[src/rtl/otp_bridge_pkg.sv]
// Package: shared register offsets and types for the OTP fuse access bridge.
// Assumes: the host register index is at least 3 bits wide.
package otp_bridge_pkg;

    localparam int OFS_DATA  = 0;
    localparam int OFS_CMD   = 1;
    localparam int OFS_RDATA = 2;
    localparam int OFS_ACK   = 3;
    localparam int OFS_DONE  = 4;
    localparam int OFS_STAT  = 5;

    typedef enum logic [1:0] {
        SEQ_IDLE = 2'd0,
        SEQ_READ = 2'd1,
        SEQ_PROG = 2'd2
    } seq_state_e;

    typedef struct packed {
        logic launch_rd;
        logic launch_wr;
        logic reject;
    } cmd_verdict_t;

endpackage

[src/rtl/otp_host_regs.sv]
// Module: host-side register file of the fuse bridge.
// Holds the data and last-command registers and muxes all readable state
// onto host_rdata. Reads are combinational on host_addr.
// Assumes: one host write per cycle; host_addr indexes 32-bit registers.
module otp_host_regs
    import otp_bridge_pkg::*;
#(
    parameter int DATA_W  = 32,
    parameter int HOST_AW = 3
) (
    input  logic               clk,
    input  logic               rst_n,
    input  logic               host_wr_en,
    input  logic [HOST_AW-1:0] host_addr,
    input  logic [DATA_W-1:0]  host_wdata,
    output logic [DATA_W-1:0]  host_rdata,
    input  logic [DATA_W-1:0]  rd_word,
    input  logic               ack,
    input  logic               prog_done,
    input  logic               busy,
    input  logic               err,
    output logic [DATA_W-1:0]  data_reg,
    output logic               cmd_wr,
    output logic [DATA_W-1:0]  cmd_word
);

    logic [DATA_W-1:0] data_q;
    logic [DATA_W-1:0] cmd_q;
    logic              wr_data;

    assign wr_data  = host_wr_en && (host_addr == HOST_AW'(OFS_DATA));
    assign cmd_wr   = host_wr_en && (host_addr == HOST_AW'(OFS_CMD));
    assign cmd_word = host_wdata;
    assign data_reg = data_q;

    // Capture the data register and the last command word written.
    always_ff @(posedge clk) begin
        if (!rst_n) begin
            data_q <= '0;
            cmd_q  <= '0;
        end else begin
            if (wr_data) data_q <= host_wdata;
            if (cmd_wr)  cmd_q  <= host_wdata;
        end
    end

    // Select the register addressed by the host for read-back.
    always_comb begin
        host_rdata = '0;
        case (host_addr)
            HOST_AW'(OFS_DATA):  host_rdata = data_q;
            HOST_AW'(OFS_CMD):   host_rdata = cmd_q;
            HOST_AW'(OFS_RDATA): host_rdata = rd_word;
            HOST_AW'(OFS_ACK):   host_rdata = DATA_W'(ack);
            HOST_AW'(OFS_DONE):  host_rdata = DATA_W'(prog_done);
            HOST_AW'(OFS_STAT):  host_rdata = DATA_W'({err, busy});
            default:             host_rdata = '0;
        endcase
    end

endmodule

[src/rtl/otp_cmd_check.sv]
// Module: command word decoder and validity check.
// Splits a command word into trigger bits and address, refuses both-trigger
// and out-of-range commands, and keeps the sticky error bit.
// Assumes: busy comes from the sequencer in the same cycle.
module otp_cmd_check
    import otp_bridge_pkg::*;
#(
    parameter int DATA_W     = 32,
    parameter int FUSE_WORDS = 37,
    parameter int FUSE_AW    = 6,
    parameter int RD_BIT     = 16,
    parameter int WR_BIT     = 17
) (
    input  logic               clk,
    input  logic               rst_n,
    input  logic               cmd_wr,
    input  logic [DATA_W-1:0]  cmd_word,
    input  logic               busy,
    output cmd_verdict_t       verdict,
    output logic [FUSE_AW-1:0] op_addr,
    output logic               err
);

    localparam int FIELD_W = RD_BIT;

    logic [FIELD_W-1:0] addr_field;
    logic               want_rd;
    logic               want_wr;
    logic               in_range;
    logic               err_q;

    assign addr_field = cmd_word[FIELD_W-1:0];
    assign want_rd    = cmd_word[RD_BIT];
    assign want_wr    = cmd_word[WR_BIT];
    assign in_range   = (DATA_W'(addr_field) < DATA_W'(FUSE_WORDS));
    assign op_addr    = addr_field[FUSE_AW-1:0];
    assign err        = err_q;

    // Classify an idle-time command write as read, program or reject.
    always_comb begin
        verdict = '0;
        if (cmd_wr && !busy) begin
            if (want_rd && want_wr)
                verdict.reject = 1'b1;
            else if ((want_rd || want_wr) && !in_range)
                verdict.reject = 1'b1;
            else begin
                verdict.launch_rd = want_rd;
                verdict.launch_wr = want_wr;
            end
        end
    end

    // Set the error bit on a reject, clear it on an accepted launch.
    always_ff @(posedge clk) begin
        if (!rst_n)
            err_q <= 1'b0;
        else if (verdict.reject)
            err_q <= 1'b1;
        else if (verdict.launch_rd || verdict.launch_wr)
            err_q <= 1'b0;
    end


    // both_bits_reject_chk
    both_bits_reject_chk: assert property (@(posedge clk) disable iff (!rst_n)
        (cmd_wr && !busy && cmd_word[RD_BIT] && cmd_word[WR_BIT]) |=> err_q);


    // addr_range_chk
    addr_range_chk: assert property (@(posedge clk) disable iff (!rst_n)
        (verdict.launch_rd || verdict.launch_wr) |-> (int'(op_addr) < FUSE_WORDS));


    // idle_word_no_err_chk
    idle_word_no_err_chk: assert property (@(posedge clk) disable iff (!rst_n)
        (cmd_wr && !cmd_word[RD_BIT] && !cmd_word[WR_BIT]) |=> $stable(err_q));

endmodule

[src/rtl/otp_fuse_seq.sv]
// Module: fuse transaction sequencer.
// Runs one read or program at a time with a shared down-counter, drives the
// fuse enables, and owns the acknowledge, programming-complete and
// read-data state.
// Assumes: launch requests arrive only while idle; RD_LAT, PROG_LAT >= 1.
module otp_fuse_seq
    import otp_bridge_pkg::*;
#(
    parameter int DATA_W   = 32,
    parameter int FUSE_AW  = 6,
    parameter int RD_LAT   = 4,
    parameter int PROG_LAT = 24
) (
    input  logic               clk,
    input  logic               rst_n,
    input  cmd_verdict_t       verdict,
    input  logic [FUSE_AW-1:0] op_addr,
    input  logic [DATA_W-1:0]  data_reg,
    input  logic [DATA_W-1:0]  fuse_rdata,
    output logic [FUSE_AW-1:0] fuse_addr,
    output logic               fuse_rd_en,
    output logic               fuse_prog_en,
    output logic [DATA_W-1:0]  fuse_mask,
    output logic               busy,
    output logic               ack,
    output logic               prog_done,
    output logic [DATA_W-1:0]  rd_word
);

    localparam int MAX_LAT = (PROG_LAT > RD_LAT) ? PROG_LAT : RD_LAT;
    localparam int CNT_W   = $clog2(MAX_LAT + 1);

    seq_state_e         state_q;
    logic [CNT_W-1:0]   cnt_q;
    logic [FUSE_AW-1:0] addr_q;
    logic [DATA_W-1:0]  mask_q;
    logic [DATA_W-1:0]  rd_q;
    logic               ack_q;
    logic               done_q;
    logic               launch;

    assign launch       = verdict.launch_rd || verdict.launch_wr;
    assign busy         = (state_q != SEQ_IDLE);
    assign fuse_rd_en   = (state_q == SEQ_READ);
    assign fuse_prog_en = (state_q == SEQ_PROG);
    assign fuse_addr    = addr_q;
    assign fuse_mask    = fuse_prog_en ? mask_q : '0;
    assign ack          = ack_q;
    assign prog_done    = done_q;
    assign rd_word      = rd_q;

    // Step the transaction: launch, count down the latency, report completion.
    always_ff @(posedge clk) begin
        if (!rst_n) begin
            state_q <= SEQ_IDLE;
            cnt_q   <= '0;
            addr_q  <= '0;
            mask_q  <= '0;
            rd_q    <= '0;
            ack_q   <= 1'b0;
            done_q  <= 1'b0;
        end else begin
            case (state_q)
                SEQ_IDLE: begin
                    if (verdict.launch_rd) begin
                        state_q <= SEQ_READ;
                        cnt_q   <= CNT_W'(RD_LAT - 1);
                        addr_q  <= op_addr;
                        ack_q   <= 1'b0;
                        done_q  <= 1'b0;
                    end else if (verdict.launch_wr) begin
                        state_q <= SEQ_PROG;
                        cnt_q   <= CNT_W'(PROG_LAT - 1);
                        addr_q  <= op_addr;
                        mask_q  <= data_reg;
                        ack_q   <= 1'b0;
                        done_q  <= 1'b0;
                    end
                end
                SEQ_READ: begin
                    if (cnt_q == '0) begin
                        rd_q    <= fuse_rdata;
                        ack_q   <= 1'b1;
                        state_q <= SEQ_IDLE;
                    end else begin
                        cnt_q <= cnt_q - 1'b1;
                    end
                end
                SEQ_PROG: begin
                    ack_q <= 1'b1;
                    if (cnt_q == '0) begin
                        done_q  <= 1'b1;
                        state_q <= SEQ_IDLE;
                    end else begin
                        cnt_q <= cnt_q - 1'b1;
                    end
                end
                default: state_q <= SEQ_IDLE;
            endcase
        end
    end


    // no_launch_busy_chk
    no_launch_busy_chk: assert property (@(posedge clk) disable iff (!rst_n)
        busy |-> !launch);


    // launch_clears_flags_chk
    launch_clears_flags_chk: assert property (@(posedge clk) disable iff (!rst_n)
        launch |=> (!ack_q && !done_q));


    // done_after_ack_chk
    done_after_ack_chk: assert property (@(posedge clk) disable iff (!rst_n)
        done_q |-> ack_q);


    // done_from_prog_chk
    done_from_prog_chk: assert property (@(posedge clk) disable iff (!rst_n)
        $rose(done_q) |-> $past(fuse_prog_en));


    // read_ack_source_chk
    read_ack_source_chk: assert property (@(posedge clk) disable iff (!rst_n)
        ($rose(ack_q) && !fuse_prog_en) |-> $past(fuse_rd_en));


    // mask_hold_chk
    mask_hold_chk: assert property (@(posedge clk) disable iff (!rst_n)
        (fuse_prog_en && $past(fuse_prog_en)) |-> ($stable(fuse_mask) && $stable(fuse_addr)));

endmodule

[src/rtl/otp_fuse_bridge.sv]
// Module: top of the OTP fuse access bridge.
// Connects the host register file, the command checker and the fuse
// sequencer. The fuse array is external; it burns the mask bits while
// fuse_prog_en is high and presents the addressed word on fuse_rdata.
// Assumes: synchronous active-low reset; fuse_rdata valid while fuse_rd_en.
module otp_fuse_bridge
    import otp_bridge_pkg::*;
#(
    parameter int DATA_W     = 32,
    parameter int HOST_AW    = 3,
    parameter int FUSE_WORDS = 37,
    parameter int FUSE_AW    = $clog2(FUSE_WORDS),
    parameter int RD_BIT     = 16,
    parameter int WR_BIT     = 17,
    parameter int RD_LAT     = 4,
    parameter int PROG_LAT   = 24
) (
    input  logic               clk,
    input  logic               rst_n,
    input  logic               host_wr_en,
    input  logic [HOST_AW-1:0] host_addr,
    input  logic [DATA_W-1:0]  host_wdata,
    output logic [DATA_W-1:0]  host_rdata,
    output logic [FUSE_AW-1:0] fuse_addr,
    output logic               fuse_rd_en,
    output logic               fuse_prog_en,
    output logic [DATA_W-1:0]  fuse_mask,
    input  logic [DATA_W-1:0]  fuse_rdata
);

    logic [DATA_W-1:0]  data_reg;
    logic               cmd_wr;
    logic [DATA_W-1:0]  cmd_word;
    logic [DATA_W-1:0]  rd_word;
    logic               ack;
    logic               prog_done;
    logic               busy;
    logic               err;
    cmd_verdict_t       verdict;
    logic [FUSE_AW-1:0] op_addr;

    otp_host_regs #(
        .DATA_W  (DATA_W),
        .HOST_AW (HOST_AW)
    ) u_regs (
        .clk        (clk),
        .rst_n      (rst_n),
        .host_wr_en (host_wr_en),
        .host_addr  (host_addr),
        .host_wdata (host_wdata),
        .host_rdata (host_rdata),
        .rd_word    (rd_word),
        .ack        (ack),
        .prog_done  (prog_done),
        .busy       (busy),
        .err        (err),
        .data_reg   (data_reg),
        .cmd_wr     (cmd_wr),
        .cmd_word   (cmd_word)
    );

    otp_cmd_check #(
        .DATA_W     (DATA_W),
        .FUSE_WORDS (FUSE_WORDS),
        .FUSE_AW    (FUSE_AW),
        .RD_BIT     (RD_BIT),
        .WR_BIT     (WR_BIT)
    ) u_check (
        .clk      (clk),
        .rst_n    (rst_n),
        .cmd_wr   (cmd_wr),
        .cmd_word (cmd_word),
        .busy     (busy),
        .verdict  (verdict),
        .op_addr  (op_addr),
        .err      (err)
    );

    otp_fuse_seq #(
        .DATA_W   (DATA_W),
        .FUSE_AW  (FUSE_AW),
        .RD_LAT   (RD_LAT),
        .PROG_LAT (PROG_LAT)
    ) u_seq (
        .clk          (clk),
        .rst_n        (rst_n),
        .verdict      (verdict),
        .op_addr      (op_addr),
        .data_reg     (data_reg),
        .fuse_rdata   (fuse_rdata),
        .fuse_addr    (fuse_addr),
        .fuse_rd_en   (fuse_rd_en),
        .fuse_prog_en (fuse_prog_en),
        .fuse_mask    (fuse_mask),
        .busy         (busy),
        .ack          (ack),
        .prog_done    (prog_done),
        .rd_word      (rd_word)
    );


    // enables_exclusive_chk
    enables_exclusive_chk: assert property (@(posedge clk) disable iff (!rst_n)
        !(fuse_rd_en && fuse_prog_en));


    // reject_no_access_chk
    reject_no_access_chk: assert property (@(posedge clk) disable iff (!rst_n)
        verdict.reject |=> (!fuse_rd_en && !fuse_prog_en));

endmodule

[config.mk]
export PLATFORM = sky130hd
export DESIGN_NAME = otp_fuse_bridge
export DESIGN_NICKNAME = d
export VERILOG_FILES = /design/src/rtl/otp_bridge_pkg.sv /design/src/rtl/otp_host_regs.sv /design/src/rtl/otp_cmd_check.sv /design/src/rtl/otp_fuse_seq.sv /design/src/rtl/otp_fuse_bridge.sv
export SDC_FILE = /design/constraint.sdc
export NUM_CORES = 1
export LEC_CHECK = 0
export ABC_AREA = 1
export ABC_CLOCK_PERIOD_IN_PS = 2600
export CAP_MARGIN = 20
export CORE_ASPECT_RATIO = 0.9
export CORE_MARGIN = 10
export CORE_UTILIZATION = 40
export CTS_CLUSTER_DIAMETER = 50
export DETAILED_ROUTE_END_ITERATION = 7
export DONT_BUFFER_PORTS = 1
export PLACE_DENSITY_LB_ADDON = 0.3
export SYNTH_ARGS = -nofsm -noshare
export SYNTH_HDL_FRONTEND = slang
export SYNTH_SLANG_ARGS = --single-unit
[constraint.sdc]
create_clock -name clk -period 2.6 [get_ports clk]
set_input_delay 0.52 -clock clk [delete_from_list [all_inputs] [get_ports clk]]
set_output_delay 0.52 -clock clk [all_outputs]
set_load 0.005 [all_outputs]
==> flow_summary.toml <==
[logic_synthesis]
synthTopCellsByArea = "dfxtp_1 47%, o21ai_0 11%, nor2_1 9.5%"
syn_inst = 853
ys_warn_count = 0
ys_ff_latch = 144
ys.flop_type = "dfxtp_1"
synthArstFlopShare = 0
yosysSeqAreaShare = 0.466
yosysTopAreaCell = "dfxtp_1"
syn_nets = 929
syn_area_per_cell_sq_um = 7.25
synth_edf_count = 0
synth_top_area_share = 0.466
syn_area_sq_um = 6190
ys_types = 36

[timing]
fin_skew_ps = 6.41
slew_headroom = 0.711
setup-violations-final = 0
hold_viol = 0
finalSetupTns_ps = 0
report.final.slew_viol_count = 0
fmax_ghz = 0.427
layout_min_cycle_time_ps = 2340
period_share = 0.900
grt_setup_unrepaired = "no"
worst_slew_pin_slew_ps = 434

[cells_and_area]
final_common_cell = "nor2_1"
drive_gt1_frac = 0.0808
final_cell_mix = "156 x nor2_1, 144 x dfxtp_1, 134 x o21ai_0"
fin_nets = 917
final_util = 0.459
synthToLayoutAreaGrowth_pct = 13.4

[grt]
grt_pass1_vias = 5042
grt_use_total = 0.167
grt_start_max_net_pins = 136
grt_first_pass_wirelength_microns = 27400
antenna_found_initial = 1
gr-total-overflow = 0

[clock_network]
hold_buffers = 0
htreeDepth = 4
insertion_delay_ps = 410
cts_resized = 0
clk_pin_slew_worst_paths_ps = 60
cts_setup_buffers = 0
cts_buffers = 17
clock_sinks = 144
cts_tree = "yes"
root_buffer = "clkbuf_16"
cts_buffer_depth = 2

[detailed_routing]
ant_nets = 0
drt_iter0_drc = 310
firstDrtPassIters = 6
drt_wl_total_microns = 17200
vias = 5250
avgViaCountPerCell = 4.97
drc = 0
post_drt_wl_per_cell_microns = 16.2

[die]
die_w_microns = 151
chipHeight_microns = 138
start_util = 0.405
fp-row-count = 43
pin_count = 142
core_sq_um = 15300
dieArea_sq_um = 20800

[critical_path]
critPathLaunchType = "flip-flop"
crit_path_end_kind = "output pin"
path_max_fanout = 5
critPathArrivalTime_ps = 1820
path_cells = "inv_1 -> ha_1 -> o21ai_0 -> a221oi_1 -> o211ai_1 -> buf_4"
reg2reg_from = "u_seq.state_q[0]"
r2r_slack_ps = 800
crit_path_max_incr_delay_ps = 340
crit_slowest_cell = "dfxtp_1"
worstSetupPathType = "reg2out"
crit_required_ps = 2080
r2r_cells = 9
r2r-end = "u_seq.mask_q[14]"

[status]
status = "completed"

[placed_design]
dp_hpwl_microns = 11800
place_congestion = 0.819
io_buffers = 0

[power]
power_density_nw_per_um2 = 736
max-vdd-ir-drop_uv = 456
p_leak_nw = 2.78

[job]
maxCapViolCount = 0

[worst_hold_path]
min_to = "u_seq.fuse_addr[0]"
hp-class = "in2reg"
whs_path_depth = 2
hold_start = "host_wdata[0]"
[worst max path at each step]
stage                           startpoint             end  depth (start not counted)
after floorplan               host_addr[2]  host_rdata[21]                          5
after global placement        host_addr[2]  host_rdata[15]                          5
after detailed placement      host_addr[2]   host_rdata[1]                          5
after CTS                 u_seq.state_q[0]   host_rdata[0]                          6
after global routing      u_seq.state_q[0]   host_rdata[0]                          6
final                     u_seq.state_q[0]   host_rdata[0]                          6
[cell families after synthesis]
family | after synthesis | share of synthesized area
compound gates | 248 | 0.222
buf+inv | 169 | 0.112
simple gates | 286 | 0.188
fa+ha+maj | 6 | 0.0121
flops | 144 | 0.466
[per-layer routing]
layer  vias up  GRT usage  routed length [microns]
li1       2731          -                        -
met1      2380      0.222                     8180
met2       129      0.249                     7470
met3        10     0.0636                     1330
met4         0     0.0417                      165
met5         -          0                        0
[stage by stage]
stage               worst slack, ps  hold WS (ps)  cells  total power, mW  area [sq um]
finish                          259           241   1057             5.17          7020
global route                    109           228   1056             5.39          7010
CTS                             266           210   1056             5.24          7010
detailed placement              597           445   1024             2.70          6400
global placement                647           441   1024             2.69          6400
floorplan                       794           429    853             2.63          6190
[area by class of cell]
cell class	count	area [sq um]
diodes	1	2.50
clock buffers	20	457
clock inverters	12	156
fillers	1609	8260
inverters	117	439
multi-input cells	540	2620
flip-flops and latches	144	2880
well taps	202	253
repair buffers	21	208
[critical path: cells and delay by family, from the launching register on]
family                     cells  cell delay, ps
AOI/OAI and AO/OA              3             510
adders and majority gates      1             320
buffers and inverters          2             250
DFF                            1             340
[power by group]
group          internal, mW  switching, mW  total (mW)
Sequential             2.26         0.0303        2.30
Combinational         0.118          0.234       0.352
Clock                  1.57          0.953        2.52
Total                  3.95           1.22        5.17
[cells in the mapped netlist, drive strengths merged (2+ instances only)]
cell type and instances:
nor2 158, dfxtp 144, o21ai 136, inv 116, nand2 106, a21oi 76, clkbuf 30, o221ai 30
buf 21, nand3 14, ha 6, nor3 4, nand4 2
Power figures use the tool's default switching activity.
